## src/rtl/rfsw_pkg.sv

```systemverilog
package rfsw_pkg;

    localparam int ADDR_W  = 5;
    localparam int DATA_W  = 8;
    localparam int STATE_W = 3;
    localparam int TRIG_N  = 3;
    localparam int UID_W   = 4;
    localparam int GID_W   = 4;
    localparam int ERR_N   = 7;
    localparam int MAX_PATH = 4;

    typedef logic [ADDR_W-1:0] addr_t;
    typedef logic [DATA_W-1:0] byte_t;

    localparam addr_t A_SW   = 5'h00;
    localparam addr_t A_REV  = 5'h10;
    localparam addr_t A_STAT = 5'h1A;
    localparam addr_t A_GRP  = 5'h1B;
    localparam addr_t A_PMT  = 5'h1C;
    localparam addr_t A_PROD = 5'h1D;
    localparam addr_t A_MFG  = 5'h1E;
    localparam addr_t A_UID  = 5'h1F;

    localparam byte_t       REV_VAL  = 8'h00;
    localparam byte_t       PROD_VAL = 8'h26;
    localparam byte_t       MFG_LO   = 8'hB0;
    localparam logic [1:0]  MFG_HI   = 2'b01;

    localparam int EB_WR_UNUSED = 1;
    localparam int EB_RD_UNUSED = 2;
    localparam int SWRST_BIT    = 7;

    typedef enum logic [1:0] {
        PM_ACTIVE  = 2'b00,
        PM_STARTUP = 2'b01,
        PM_LOW     = 2'b10,
        PM_RSVD    = 2'b11
    } pmode_e;

    typedef enum logic [1:0] {
        UL_IDLE = 2'b00,
        UL_PROD = 2'b01,
        UL_MFG  = 2'b10
    } unlock_e;

    typedef struct packed {
        pmode_e             pm;
        logic [TRIG_N-1:0]  mask;
    } pmt_t;

    function automatic logic addr_known(addr_t a);
        case (a)
            A_SW, A_REV, A_STAT, A_GRP, A_PMT, A_PROD, A_MFG, A_UID: return 1'b1;
            default: return 1'b0;
        endcase
    endfunction

    function automatic logic [STATE_W-1:0] path_decode(byte_t r);
        if (r[STATE_W-1:0] <= STATE_W'(MAX_PATH))
            return r[STATE_W-1:0];
        return '0;
    endfunction

endpackage

```

## src/rtl/rfsw_switch_ctl.sv

```systemverilog
module rfsw_switch_ctl
    import rfsw_pkg::*;
(
    input  logic               clk,
    input  logic               rst,
    input  logic               soft_rst,
    input  logic               ld,
    input  byte_t              ld_data,
    input  logic               armed,
    input  logic               fire_any,
    output byte_t              act_o,
    output logic [STATE_W-1:0] state_o
);

    byte_t act_q;
    byte_t shd_q;

    always_ff @(posedge clk) begin
        if (rst || soft_rst) begin
            act_q <= '0;
            shd_q <= '0;
        end else begin
            if (ld) begin
                shd_q <= ld_data;
                if (!armed)
                    act_q <= ld_data;
            end
            if (fire_any)
                act_q <= shd_q;
        end
    end

    assign act_o   = act_q;
    assign state_o = path_decode(act_q);

endmodule

```

## src/rtl/rfsw_status.sv

```systemverilog
module rfsw_status
    import rfsw_pkg::*;
#(
    parameter int N = ERR_N
)(
    input  logic         clk,
    input  logic         rst,
    input  logic         soft_rst,
    input  logic         clr,
    input  logic [N-1:0] evt,
    output logic [N-1:0] stat_o
);

    logic [N-1:0] stat_q;

    for (genvar j = 0; j < N; j++) begin : g_flag
        always_ff @(posedge clk) begin
            if (rst)
                stat_q[j] <= 1'b0;
            else
                stat_q[j] <= (stat_q[j] & ~(clr | soft_rst)) | evt[j];
        end
    end

    assign stat_o = stat_q;

endmodule

```

## src/rtl/rfsw_id_regs.sv

```systemverilog
module rfsw_id_regs
    import rfsw_pkg::*;
#(
    parameter logic [UID_W-1:0] UID_LO = 4'hB,
    parameter logic [UID_W-1:0] UID_HI = 4'hA
)(
    input  logic             clk,
    input  logic             rst,
    input  logic             soft_rst,
    input  logic             id_sel,
    input  logic             wr_any,
    input  logic             wr_ext,
    input  addr_t            addr,
    input  byte_t            data,
    output pmt_t             pmt_o,
    output logic [GID_W-1:0] gid_o,
    output logic [UID_W-1:0] uid_o,
    output logic             unlocked_o
);

    pmt_t             pmt_q;
    logic [GID_W-1:0] gid_q;
    logic [UID_W-1:0] uid_q;
    unlock_e          ul_q;

    always_ff @(posedge clk) begin
        if (rst) begin
            pmt_q.pm   <= PM_LOW;
            pmt_q.mask <= '0;
            gid_q      <= '0;
        end else if (wr_ext) begin
            if (addr == A_PMT) begin
                pmt_q.pm   <= pmode_e'(data[DATA_W-1 -: 2]);
                pmt_q.mask <= data[2*TRIG_N-1:TRIG_N];
            end
            if (addr == A_GRP)
                gid_q <= data[GID_W-1:0];
        end
    end

    always_ff @(posedge clk) begin
        if (rst) begin
            uid_q <= id_sel ? UID_HI : UID_LO;
            ul_q  <= UL_IDLE;
        end else if (soft_rst) begin
            ul_q  <= UL_IDLE;
        end else if (wr_any) begin
            ul_q <= UL_IDLE;
            if (wr_ext) begin
                if (addr == A_PROD && data == PROD_VAL)
                    ul_q <= UL_PROD;
                else if (addr == A_MFG && data == MFG_LO && ul_q == UL_PROD)
                    ul_q <= UL_MFG;
                else if (addr == A_UID && ul_q == UL_MFG)
                    uid_q <= data[UID_W-1:0];
            end
        end
    end

    assign pmt_o      = pmt_q;
    assign gid_o      = gid_q;
    assign uid_o      = uid_q;
    assign unlocked_o = (ul_q == UL_MFG);

endmodule

```

## src/rtl/rfsw_regbank.sv

```systemverilog
module rfsw_regbank
    import rfsw_pkg::*;
#(
    parameter logic [UID_W-1:0] UID_SEL_LO = 4'hB,
    parameter logic [UID_W-1:0] UID_SEL_HI = 4'hA
)(
    input  logic               clk,
    input  logic               rst,
    input  logic               wr_en,
    input  logic               wr_short,
    input  logic [ADDR_W-1:0]  wr_addr,
    input  logic [DATA_W-1:0]  wr_data,
    input  logic               rd_en,
    input  logic [ADDR_W-1:0]  rd_addr,
    output logic [DATA_W-1:0]  rd_data,
    output logic               addr_invalid,
    input  logic [ERR_N-1:0]   err_evt,
    input  logic               id_sel,
    output logic [STATE_W-1:0] sw_state,
    output logic               low_power,
    output logic [UID_W-1:0]   uid,
    output logic [GID_W-1:0]   gid
);

    logic              wr_ext;
    logic              sw_ld;
    byte_t             sw_ld_data;
    logic [TRIG_N-1:0] fire;
    logic              fire_any;
    logic              sw_armed;
    logic              soft_rst;
    logic              wr_undef;
    logic              rd_undef;
    logic [ERR_N-1:0]  stat_evt;
    logic              stat_clr;
    logic [ERR_N-1:0]  stat_q;
    byte_t             act_q;
    pmt_t              pmt_q;
    logic [GID_W-1:0]  gid_q;
    logic [UID_W-1:0]  uid_q;
    logic              unlocked;
    logic              uid_wr_bad;

    assign wr_ext     = wr_en & ~wr_short;
    assign sw_ld      = wr_en & (wr_short | (wr_addr == A_SW));
    assign sw_ld_data = wr_short ? {1'b0, wr_data[DATA_W-2:0]} : wr_data;
    assign soft_rst   = wr_ext & (wr_addr == A_STAT) & wr_data[SWRST_BIT];
    assign wr_undef   = wr_ext & ~addr_known(wr_addr);
    assign rd_undef   = rd_en & ~addr_known(rd_addr);
    assign stat_clr   = rd_en & (rd_addr == A_STAT);
    assign sw_armed   = ~&pmt_q.mask;
    assign uid_wr_bad = wr_ext & (wr_addr == A_UID) & ~unlocked;

    for (genvar i = 0; i < TRIG_N; i++) begin : g_trig
        assign fire[i] = wr_ext & (wr_addr == A_PMT)
                       & wr_data[i] & ~wr_data[TRIG_N+i];
    end
    assign fire_any = |fire;

    always_comb begin
        stat_evt = err_evt;
        stat_evt[EB_RD_UNUSED] = err_evt[EB_RD_UNUSED] | rd_undef;
        stat_evt[EB_WR_UNUSED] = err_evt[EB_WR_UNUSED] | wr_undef;
    end

    rfsw_switch_ctl u_sw (
        .clk      (clk),
        .rst      (rst),
        .soft_rst (soft_rst),
        .ld       (sw_ld),
        .ld_data  (sw_ld_data),
        .armed    (sw_armed),
        .fire_any (fire_any),
        .act_o    (act_q),
        .state_o  (sw_state)
    );

    rfsw_status #(.N(ERR_N)) u_stat (
        .clk      (clk),
        .rst      (rst),
        .soft_rst (soft_rst),
        .clr      (stat_clr),
        .evt      (stat_evt),
        .stat_o   (stat_q)
    );

    rfsw_id_regs #(.UID_LO(UID_SEL_LO), .UID_HI(UID_SEL_HI)) u_id (
        .clk        (clk),
        .rst        (rst),
        .soft_rst   (soft_rst),
        .id_sel     (id_sel),
        .wr_any     (wr_en),
        .wr_ext     (wr_ext),
        .addr       (wr_addr),
        .data       (wr_data),
        .pmt_o      (pmt_q),
        .gid_o      (gid_q),
        .uid_o      (uid_q),
        .unlocked_o (unlocked)
    );

    always_comb begin
        rd_data = '0;
        if (rd_en) begin
            case (rd_addr)
                A_SW:   rd_data = act_q;
                A_REV:  rd_data = REV_VAL;
                A_STAT: rd_data = {1'b0, stat_q};
                A_GRP:  rd_data = {{(DATA_W-GID_W){1'b0}}, gid_q};
                A_PMT:  rd_data = {pmt_q.pm, pmt_q.mask, {TRIG_N{1'b0}}};
                A_PROD: rd_data = PROD_VAL;
                A_MFG:  rd_data = MFG_LO;
                A_UID:  rd_data = {2'b00, MFG_HI, uid_q};
                default: rd_data = '0;
            endcase
        end
    end

    assign addr_invalid = wr_undef | rd_undef;
    assign low_power    = (pmt_q.pm == PM_LOW);
    assign uid          = uid_q;
    assign gid          = gid_q;

endmodule

```

## config.mk

```make
export PLATFORM = sky130hd
export DESIGN_NAME = rfsw_regbank
export DESIGN_NICKNAME = d
export VERILOG_FILES = /design/src/rtl/rfsw_pkg.sv /design/src/rtl/rfsw_switch_ctl.sv /design/src/rtl/rfsw_status.sv /design/src/rtl/rfsw_id_regs.sv /design/src/rtl/rfsw_regbank.sv
export SDC_FILE = /design/constraint.sdc
export NUM_CORES = 1
export LEC_CHECK = 0
export BUFFER_PORTS_ARGS = -buffer_cell sky130_fd_sc_hd__buf_2
export CORE_AREA = 2 2 83 77
export CTS_CLUSTER_SIZE = 8
export DETAILED_ROUTE_END_ITERATION = 10
export DIE_AREA = 0 0 85 79
export PLACE_DENSITY_LB_ADDON = 0.12
export SYNTH_ARGS = -nofsm -noshare
export SYNTH_HDL_FRONTEND = slang
export SYNTH_SLANG_ARGS = --single-unit
```

## constraint.sdc

```tcl
create_clock -name clk -period 6.6 [get_ports clk]
set_clock_uncertainty 0.1 [all_clocks]
set_input_delay 1.98 -clock clk [delete_from_list [all_inputs] [get_ports clk]]
set_output_delay 1.98 -clock clk [all_outputs]
set_load 0.01 [all_outputs]
```

==> results.cfg <==
[yosys]
avgSynthCellArea_um2 = 8.20
synth_flop_cell = dfxtp_1
async_reset_ff_frac = 0
syn_area_um2 = 2010
synth-warning-count = 0
yosysTopAreaCellShare = 0.339
synthDistinctLibCells = 45
synthCells = 245
synthTopCellsByArea = dfxtp_1, mux2i_1, edfxtp_1
syn_nets = 276
post-synth-top-count-cell = dfxtp_1
synth.largest_area_cell = dfxtp_1
ys_seq_area_frac = 0.399
synth_edf_count = 4
yosys_register_bits = 38
ys_top_cells_by_count = dfxtp_1, nor2_1, nand2_1

[critical_path]
critPathKind = in2out
slowest_delay_ps = 340
r2r-end = u_id.uid_o[1]
cpMostUsedCell = buf_2
crit_path_start_kind = input port
reg2reg_depth = 1
crit_fanout = 14
r2r-start = u_id.ul_q[0]
cp_cell_sequence = buf_2 > nor4_1 > and2_1 > o21ai_1 > a211oi_1 > buf_2
r2r_slack_ps = 5010
slowest_stage = nor4_1
cp-end-kind = output port
worstPathArrival_ps = 3440
cp.required_ps = 4520

[finish]
fin_nets = 321
drive_gt1_frac = 0.223
final_core_util = 0.402
diodes = 0
final_cell_count_no_fill = 363
stdcell_area_um2 = 2380
syn_to_final_growth_pct = 18.4
fill_cells = 626

[sta]
rsz0062_at_grt = no
finalSetupViolations = 0
tns_ps = 0
hold_viol_final = 0
fin_hold_ws_ps = 358
setup_slack_ps = 1080
worstMarginPinSlew_ps = 840
final_max_slew_viol_count = 0
clock.fmax_mhz = 181
slew_headroom = 0.432
fin_crit_ps = 5520
min_period_over_period = 0.836

[cts]
clock-sinks = 38
cts-root-buf = clkbuf_8
clkLatencyLatePin_ps = 290
htree_levels = 2
clkTransAtPathRegs_ps = 70
hold_buffers = 0
cts_inserted_buffers = 5
cts_resized = 0
cts_tree = built
cts_buffer_depth = 2
post_cts_buffers = 0

[placed_design]
dp.cells = 355
hpwl_mm = 4.20
gp_congestion = 0.821
place_area_um2 = 2300
dpl_worst_slack_ps = 1070
portBuffers = 51

[power_and_ir_drop]
pwr-share-comb = 0.130
vdd_drop_max_mv = 0.0732
p_leak_nw = 0.970
swShare = 0.263
p_seq_frac = 0.538
p_sw_mw = 0.120
p_int_mw = 0.337
finalPower_mw = 0.457
cellPowerDensity_nw_per_um2 = 192
p_clk_frac = 0.332

[routing]
vias_per_cell = 5.43
vias = 1972
wl_per_cell_um = 15.7
finalWirelength_mm = 5.70
drt_pre_antenna_iters = 4
drt_iter0_markers = 92
drc_errors = 0
route.antenna.remaining_nets = 0

[grt]
grt_pass1_vias = 1855
antenna_found_initial = 0
grt_max_degree = 22
grt_use_total = 0.177
grt_first_pass_wirelength_mm = 9.45
overflow = 0

[worst_hold_path]
holdPathEnd = u_sw.shd_q[3]
hp-start = u_sw.shd_q[3]
hold_depth = 2
hp-class = reg2reg

[floorplan]
rows = 27
fp.dieH_um = 79
die-area_um2 = 6720
floorplan.initialDensity = 0.340
pin_count = 52
die_x_um = 85
coreArea_um2 = 5910

[run_status]
status = finished, final reports clean

[flow_run]
max-cap-violations = 0
worst max-delay path by stage:
stage	startpoint	end	slack, ps	cells after the start
2_1_floorplan	rd_addr[4]	rd_data[7]	1320	5
3_3_place_gp	rd_addr[1]	rd_data[7]	1140	6
3_5_place_dp	rd_addr[1]	rd_data[7]	1070	6
4_1_cts	rd_addr[1]	rd_data[7]	1070	6
5_1_grt	rd_addr[1]	rd_data[7]	910	6
6_report	rd_addr[1]	rd_data[7]	1080	6
logic make-up after synthesis:
group / share of synthesized area
muxes: 0.0704
AOI/OAI and AO/OA: 0.203
DFF: 0.399
buffers and inverters: 0.0399
and+or+nand+nor: 0.288
critical path, delay by kind of cell:
kind | cells | cell delay (ps)
and+or+nand+nor | 2 | 670
buffers and inverters | 2 | 340
AOI/OAI and AO/OA | 2 | 440
routing by layer:
metal | global-route usage | routed length (um) | vias to the layer above
met1 | 0.252 | 2800 | 941
met5 | 0 | 0 | -
met2 | 0.272 | 2580 | 43
li1 | - | - | 982
met4 | 0.0571 | 69 | 0
met3 | 0.0312 | 249 | 6
flip-flops by register name, summed over array words and instances (netlist names):
signal         count
u_id.pmt_o         5
u_id.ul_q          2
u_sw.shd_q         8
u_id.uid_o         4
u_stat.stat_o      7
u_id.gid_o         4
u_sw.act_o         8
power groups by stage:
stage               Sequential (mW)  Clock, mW  Combinational [mW]
finish                        0.246      0.152              0.0594
global placement              0.252          0              0.0592
floorplan                     0.251          0              0.0326
detailed placement            0.251          0              0.0594
global route                  0.247      0.166              0.0665
CTS                           0.246      0.158              0.0596
cell usage in the layout, fill, tap and decap left out, drive strengths merged, types with 2 or more instances in the layout:
master   n
buf     52
dfxtp   34
nor2    32
nand2   31
a21oi   15
mux2i   13
nand3   11
o21ai   11
nor2b    8
a31oi    8
a311oi   8
a22oi    6
nand2b   6
clkbuf   6
inv      4
o211ai   4
edfxtp   4
and3b    3
nand4b   3
or2      3
and2     2
o22ai    2
nor3b    2
nand4    2
nor4b    2
and3     2
nor4bb   2
clkinv   2
layout make-up:
type	instances	area, um^2	area share
Multi-Input combinational cell	189	1130	0.474
Sequential cell	38	801	0.337
Timing Repair Buffer	52	263	0.111
Tap cell	72	90.1	0.0379
Clock buffer	6	72.6	0.0305
Inverter	4	15.0	0.00632
Clock inverter	2	8.76	0.00368
Power figures use the tool's default switching activity.
